[config.mk]
export PLATFORM = sky130hd
export DESIGN_NAME = tenure_arbiter
export DESIGN_NICKNAME = d
export VERILOG_FILES = /design/src/rtl/tenure_arb_pkg.sv /design/src/rtl/rr_picker.sv /design/src/rtl/tenure_arbiter.sv
export SDC_FILE = /design/constraint.sdc
export NUM_CORES = 1
export LEC_CHECK = 0
export BUFFER_PORTS_ARGS = -buffer_cell sky130_fd_sc_hd__buf_2
export CORE_MARGIN = 1.5
export CORE_UTILIZATION = 29
export DETAILED_ROUTE_END_ITERATION = 8
export GPL_ROUTABILITY_DRIVEN = 0
export GPL_TIMING_DRIVEN = 0
export PLACE_DENSITY_LB_ADDON = 0.08
export SLEW_MARGIN = 10
export SYNTH_ARGS = -nofsm -noshare
export SYNTH_HDL_FRONTEND = slang
export SYNTH_HIERARCHICAL = 1
export SYNTH_SLANG_ARGS = --single-unit
[constraint.sdc]
create_clock -name clk -period 5.7 [get_ports clk]
set_clock_uncertainty 0.15 [all_clocks]
set_input_delay 0.57 -clock clk [delete_from_list [all_inputs] [get_ports clk]]
set_output_delay 0.57 -clock clk [all_outputs]
set_load 0.05 [all_outputs]
[src/rtl/tenure_arb_pkg.sv]
package tenure_arb_pkg;

    typedef enum logic [1:0] {
        KIND_BYTE = 2'b00,
        KIND_WORD = 2'b01,
        KIND_LINE = 2'b10,
        KIND_RSVD = 2'b11
    } xfer_kind_e;

    // Number of beats a tenure of the given kind occupies.
    function automatic int unsigned kind_beats(input logic [1:0] kind,
                                               input int unsigned line_beats);
        if (kind == KIND_LINE) return line_beats;
        return 1;
    endfunction

endpackage

[src/rtl/rr_picker.sv]
module rr_picker #(
    parameter int N  = 4,
    parameter int IW = 2
) (
    input  logic [N-1:0]  req,
    input  logic [IW-1:0] last,
    output logic          hit,
    output logic [IW-1:0] idx
);

    // Scan from last+1 upward with wrap; the last owner is scanned last.
    always_comb begin
        hit = 1'b0;
        idx = last;
        for (int i = 1; i <= N; i++) begin
            if (!hit && req[(int'(last) + i) % N]) begin
                hit = 1'b1;
                idx = IW'((int'(last) + i) % N);
            end
        end
    end

endmodule

[src/rtl/tenure_arbiter.sv]
module tenure_arbiter
    import tenure_arb_pkg::*;
#(
    parameter int N          = 4,
    parameter int LINE_BEATS = 4
) (
    input  logic                  clk,
    input  logic                  rst_n,
    input  logic                  stream_mode,
    input  logic [N-1:0]          req,
    input  logic [N-1:0][1:0]     req_kind,
    output logic [N-1:0]          grant,
    output logic [((LINE_BEATS > 1) ? $clog2(LINE_BEATS) : 1)-1:0] beat_cnt,
    output logic                  tenure_end
);

    localparam int IW = (N > 1) ? $clog2(N) : 1;
    localparam int CW = (LINE_BEATS > 1) ? $clog2(LINE_BEATS) : 1;

    typedef struct packed {
        logic          busy;
        logic [IW-1:0] owner;
        logic [CW-1:0] beat;
        logic [CW-1:0] final_beat;
    } arb_state_t;

    arb_state_t st_q, st_d;

    logic          win_hit;
    logic [IW-1:0] win_idx;
    logic          at_final;
    logic          may_start;

    rr_picker #(.N(N), .IW(IW)) u_pick (
        .req  (req),
        .last (st_q.owner),
        .hit  (win_hit),
        .idx  (win_idx)
    );

    assign at_final = st_q.busy && (st_q.beat == st_q.final_beat);

    always_comb begin
        st_d      = st_q;
        may_start = 1'b0;
        if (st_q.busy && !at_final) begin
            st_d.beat = st_q.beat + CW'(1);
        end else begin
            // Idle cycle, or final beat with back-to-back handover allowed.
            may_start  = !st_q.busy || stream_mode;
            st_d.busy  = 1'b0;
            st_d.beat  = '0;
            if (may_start && win_hit) begin
                st_d.busy       = 1'b1;
                st_d.owner      = win_idx;
                st_d.final_beat = CW'(kind_beats(req_kind[win_idx], LINE_BEATS) - 1);
            end
        end
    end

    always_ff @(posedge clk or negedge rst_n) begin
        if (!rst_n) begin
            st_q.busy       <= 1'b0;
            st_q.owner      <= IW'(N - 1);
            st_q.beat       <= '0;
            st_q.final_beat <= '0;
        end else begin
            st_q <= st_d;
        end
    end

    for (genvar g = 0; g < N; g++) begin : g_grant
        assign grant[g] = st_q.busy && (st_q.owner == IW'(g));
    end

    assign beat_cnt   = st_q.beat;
    assign tenure_end = at_final;

endmodule

# --- Yosys cells after proc, flatten, opt, wreduce, memory -nomap -nowiden ---
# Cells that the tools add are included.
totals:
  register_bits: 7
  latchBits: 0
  mem_bits_rw: 0
  rom_bits: 0
  inputBits: 15
  output_inout_bits: 7
  word_cells: 77
  n_memories: 0
op_classes:
  n_addsub: 6
  n_mul: 0
  div_mod_pow: 0
  n_lt_le_gt_ge: 5
  eq_ne: 5
  shifts: 0
  mux: 30
  bitwise_logic: 5
  reduce_logical: 22
ops:
  columns: ["operator", "count"]
  rows:
  - ["two-way mux 2 bit", 9]
  - ["less-than comparator 3 x 4 -> 1 bit (second input constant)", 4]
  - ["two-way mux 1 bit", 15]
  - ["logical AND 1 bit", 10]
  - ["binary-select mux 1 bit (select 2 bit)", 4]
  - ["OR reduction 2 bit", 4]
  - ["adder 2 x 1 -> 2 bit (second input constant)", 3]
  - ["== test 2 bit (second input constant)", 3]
  - ["zero test 1 bit", 5]
  - ["adder 2 bit (second input constant)", 2]
  - ["AND 1 bit (first input constant)", 4]
  - ["binary-select mux 2 bit (select 2 bit)", 1]
  - ["less-than comparator 2 x 3 -> 1 bit (second input constant)", 1]
  - ["two-way mux 3 bit", 1]
  - ["== test 2 x 1 -> 1 bit (second input constant)", 1]
  - ["== test 2 bit", 1]
  - ["zero test 2 bit", 1]
  - ["AND reduction 2 bit", 1]
  - ["subtractor 2 x 1 -> 2 bit (second input constant)", 1]
  - ["logical OR 1 bit", 1]
  - ["inverter 1 bit", 1]

# --- Depth between registers and ports, before layout ---
logic_depth:
  word_depth: 26
  depth_mapped: 7

# --- Cells and area by module ---
# The synthesis kept the hierarchy.
modules_own_cells:
  columns: ["mod", "n_inst", "cells_each", "area_each_um2", "seq_area_each_um2"]
  rows:
  - ["tenure_arbiter", 1, 36, 389.1, 152.6]
  - ["rr_picker", 1, 14, 82.6, 0.0]

# --- Least setup slack after synthesis ---
# OpenSTA, ideal clock, no wires.
synth_timing:
  path_kind: "reg-to-output"
  from: "register st_q[6] (netlist name)"
  to: "output grant[0]"
  t_arrival_ns: 1.598
  path_slack_ns: 3.382
  path_stages_with_launch: 2
  path_cell_list: "dfrtp_1 > nor3b_1"
synth_between:
  elab_chain_cells: 1
synth_lines:
  columns: ["item", "line", "source"]
  rows:
  - ["start: declaration", "tenure_arbiter.sv:27", "arb_state_t st_q, st_d;"]
  - ["start signal: assignment", "tenure_arbiter.sv:68", "st_q <= st_d;"]
  - ["logical AND 1 bit", "tenure_arbiter.sv:73", "assign grant[g] = st_q.busy && (st_q.owner == IW'(g));"]
  - ["end: declaration", "tenure_arbiter.sv:12", "output logic [N-1:0] grant,"]
# Every way passes these cells.

# --- Worst setup path after layout ---
layout_timing:
  from: "register st_q, in the netlist beat_cnt[0]"
  to: "output tenure_end"
layout_between:
  elab_chain_cells: 2
layout_lines:
  columns: ["item", "line", "source"]
  rows:
  - ["== test 2 bit", "tenure_arbiter.sv:41", "assign at_final = st_q.busy && (st_q.beat == st_q.final_beat);"]
  - ["logical AND 1 bit", "tenure_arbiter.sv:41", null]
  - ["end: declaration", "tenure_arbiter.sv:14", "output logic tenure_end"]
# Every way passes these cells.

==> impl_results.md <==
- Post-CTS setup buffers: 0
- Period minus WS final: 2.25 ns
- Root buf cell: clkbuf_4
- DRT iter0 DRCs: 2
- Combinational group share of total power: 65.2%
- CTS buffer count: 3
- Max cap viols: 0
- Core Util, Final: 42.0%
- Largest net degree at the start of global routing: 13
- Switching Share: 50.7%
- RSZ-0062 raised after global routing: false
- Avg WL per Cell: 10.2 um
- Final WL: 940 um
- Max transition margin: 83.2%
- Clock transition at path regs: 0.05 ns
- DR WL met2: 387 um
- Die area: 1880 sq um
- Vias per std cell: 4.62
- Fillers: 154
- Most area-hungry cell type in the Yosys netlist: dfrtp_1
- Top Ports: 22
- Hpwl dp: 728 um
- Mapped cell area: 472 sq um
- Synthesized area per cell: 9.43 sq um
- Syn Inst Count: 50
- Die X: 43.3 um
- Clk pwr share: 9.5%
- Sw power: 0.000224 W
- Critical Path AT: 1.53 ns
- Yosys reg bits: 6
- Main synth FF type: dfrtp_1
- CTS Buffer Depth: 2
- DR pass1 iterations: 2
- Number of remaining DRC errors: 0
- Initial Util: 31.3%
- Clk_lat worst skew: 0.24 ns
- Via count: 425
- Status: finished, final reports clean
- Distinct cells, synth: 29
- Area Growth Syn to Fin: 34.2%
- Met3 wire len: 50 um
- Worst setup EP type: output pin
- Crit path kind: flop to output pin
- Max IR drop VDD: 0.000229 V
- Final Net Count: 92
- Highest clock rate: 444 MHz
- Post-DRT Antenna Nets: 0
- CTS tree: done
- Type of the most critical hold path: flop to flop
- Sequential element share of the synthesized area: 32.4%
- Power Internal: 0.000217 W
- Sequential share of power: 25.2%
- First-pass GRT wire length: 1.57 mm
- PortBufs: 21
- PwrDens: 697 nW/um^2
- Hold Vio Cnt, Final: 0
- Initial antenna violation count: 0
- Tcrit/Tclk final: 39.5%
- H-tree depth: 1
- Final setup vio count: 0
- Synth top area cells: dfrtp_1 21%, dfstp_2 11%, mux2_4 9.5%, a31oi_4 4.5%, a21oi_1 4.2%
- Grt ovf: 0
- Measured slew at the worst slew-check pin: 0.254 ns
- Yosys warnings: 6
- Core Rows: 14
- ANT cells: 0
- Yosys top cell area share: 21.2%
- CORE AREA: 1510 sq um
- Die Ht: 43.3 um
- Leak: 0.327 nW
- Final setup TNS: 0 ns
- Vias in the first global route: 402
- Worst path required time: 4.98 ns
- M1 wire length: 501 um
- Final Max Slew Viols: 0
- Layout cells sized above 1: 47.4%
- Clock sinks: 6
- Net Count, Synth: 65
- Post-synth ARST share: 100%
- GRT Total Usage: 11.2%
- Crit start category: flop
- Highest metal layer with signal wires: met3
- Critical path fanouts, max: 5
- Post-synth EDFFs: 0
## final timing paths
kind,startpoint,end,slack [ns],depth (start not counted)
setup reg to reg,st_q[5],st_q[0],3.58,6
max in group asynchronous,rst_n,st_q[4],4.65,2
hold / removal,beat_cnt[0],beat_cnt[0],0.38,1
min in group asynchronous,rst_n,st_q[0],0.53,2
setup / recovery,beat_cnt[0],tenure_end,3.45,4
hold reg to reg,beat_cnt[0],beat_cnt[0],0.38,1
## repair_timing
item / CTS / global route
hold endpoints to repair: 4 / 0
gates resized for setup: 0 / 0
hold buffers: 1 / 0
## stage by stage
stage / cells / hold WS, ns / total power, W / setup WS [ns] / cell area [sq um]
after detailed placement: 87 / 0.251 / 0.000400 / 3.34 / 597
after global routing: 92 / 0.413 / 0.000471 / 3.41 / 633
final: 92 / 0.376 / 0.000441 / 3.45 / 633
after global placement: 87 / 0.252 / 0.000398 / 3.33 / 597
after floorplan: 50 / 0.124 / 0.000346 / 3.38 / 472
after CTS: 92 / 0.380 / 0.000445 / 3.43 / 633
## Yosys cell counts (all sizes together), types with 3 or more instances
library cell  count
a21oi             4
dfrtp             4
inv               4
mux2              3
nand2             4
nor2              4
nor2b             3
## logic make-up after synthesis
family | Yosys count | share of synthesized area (%)
AO/OA/AOI/OAI | 10 | 17.5
XOR/XNOR | 1 | 1.86
buffers and inverters | 6 | 6.36
flip-flops | 6 | 32.4
multiplexers | 4 | 11.7
AND/OR/NAND/NOR | 23 | 30.2
## layout by cell type, fill, tap and decap left out, types with 3 or more instances in the layout
cell / n
nor2_1: 4
buf_2: 21
a21oi_1: 4
clkbuf_4: 3
nand2_1: 3
inv_1: 4
dfrtp_1: 4
mux2_4: 3
## state kept, by name, indices dropped and copies added, names as in the netlist
name      cells
beat_cnt      2
st_q          4
## power groups by stage
stage | Sequential [W] | Combinational [W] | Clock, W
after floorplan | 0.000100 | 0.000246 | 0
after global placement | 0.000111 | 0.000287 | 0
after detailed placement | 0.000111 | 0.000289 | 0
after CTS | 0.000111 | 0.000290 | 0.0000449
after global routing | 0.000117 | 0.000307 | 0.0000464
final | 0.000111 | 0.000288 | 0.0000421
## area by class of cell
| class | count | area (sq um) | area share [%] |
|---|---|---|---|
| inverter | 4 | 15.0 | 2.37 |
| clock buffer | 4 | 26.3 | 4.15 |
| multi-input combinational | 38 | 289 | 45.7 |
| sequential | 6 | 153 | 24.1 |
| buffer | 2 | 15.0 | 2.37 |
| timing repair buffer | 22 | 115 | 18.2 |
| tap | 16 | 20.0 | 3.16 |
## layer usage
metal  up-vias  track usage [%]
li1        232                -
met1       176             15.0
met2        17             17.0
met3         0                0
met4         0             9.09
met5         -                0
## critical path: stages (launching register included)
cell and delay [ns]:
dfrtp_1 0.42, or3_4 0.40, nand2_4 0.09, and2_2 0.13, buf_2 0.25
(Power assumes the default switching activity.)
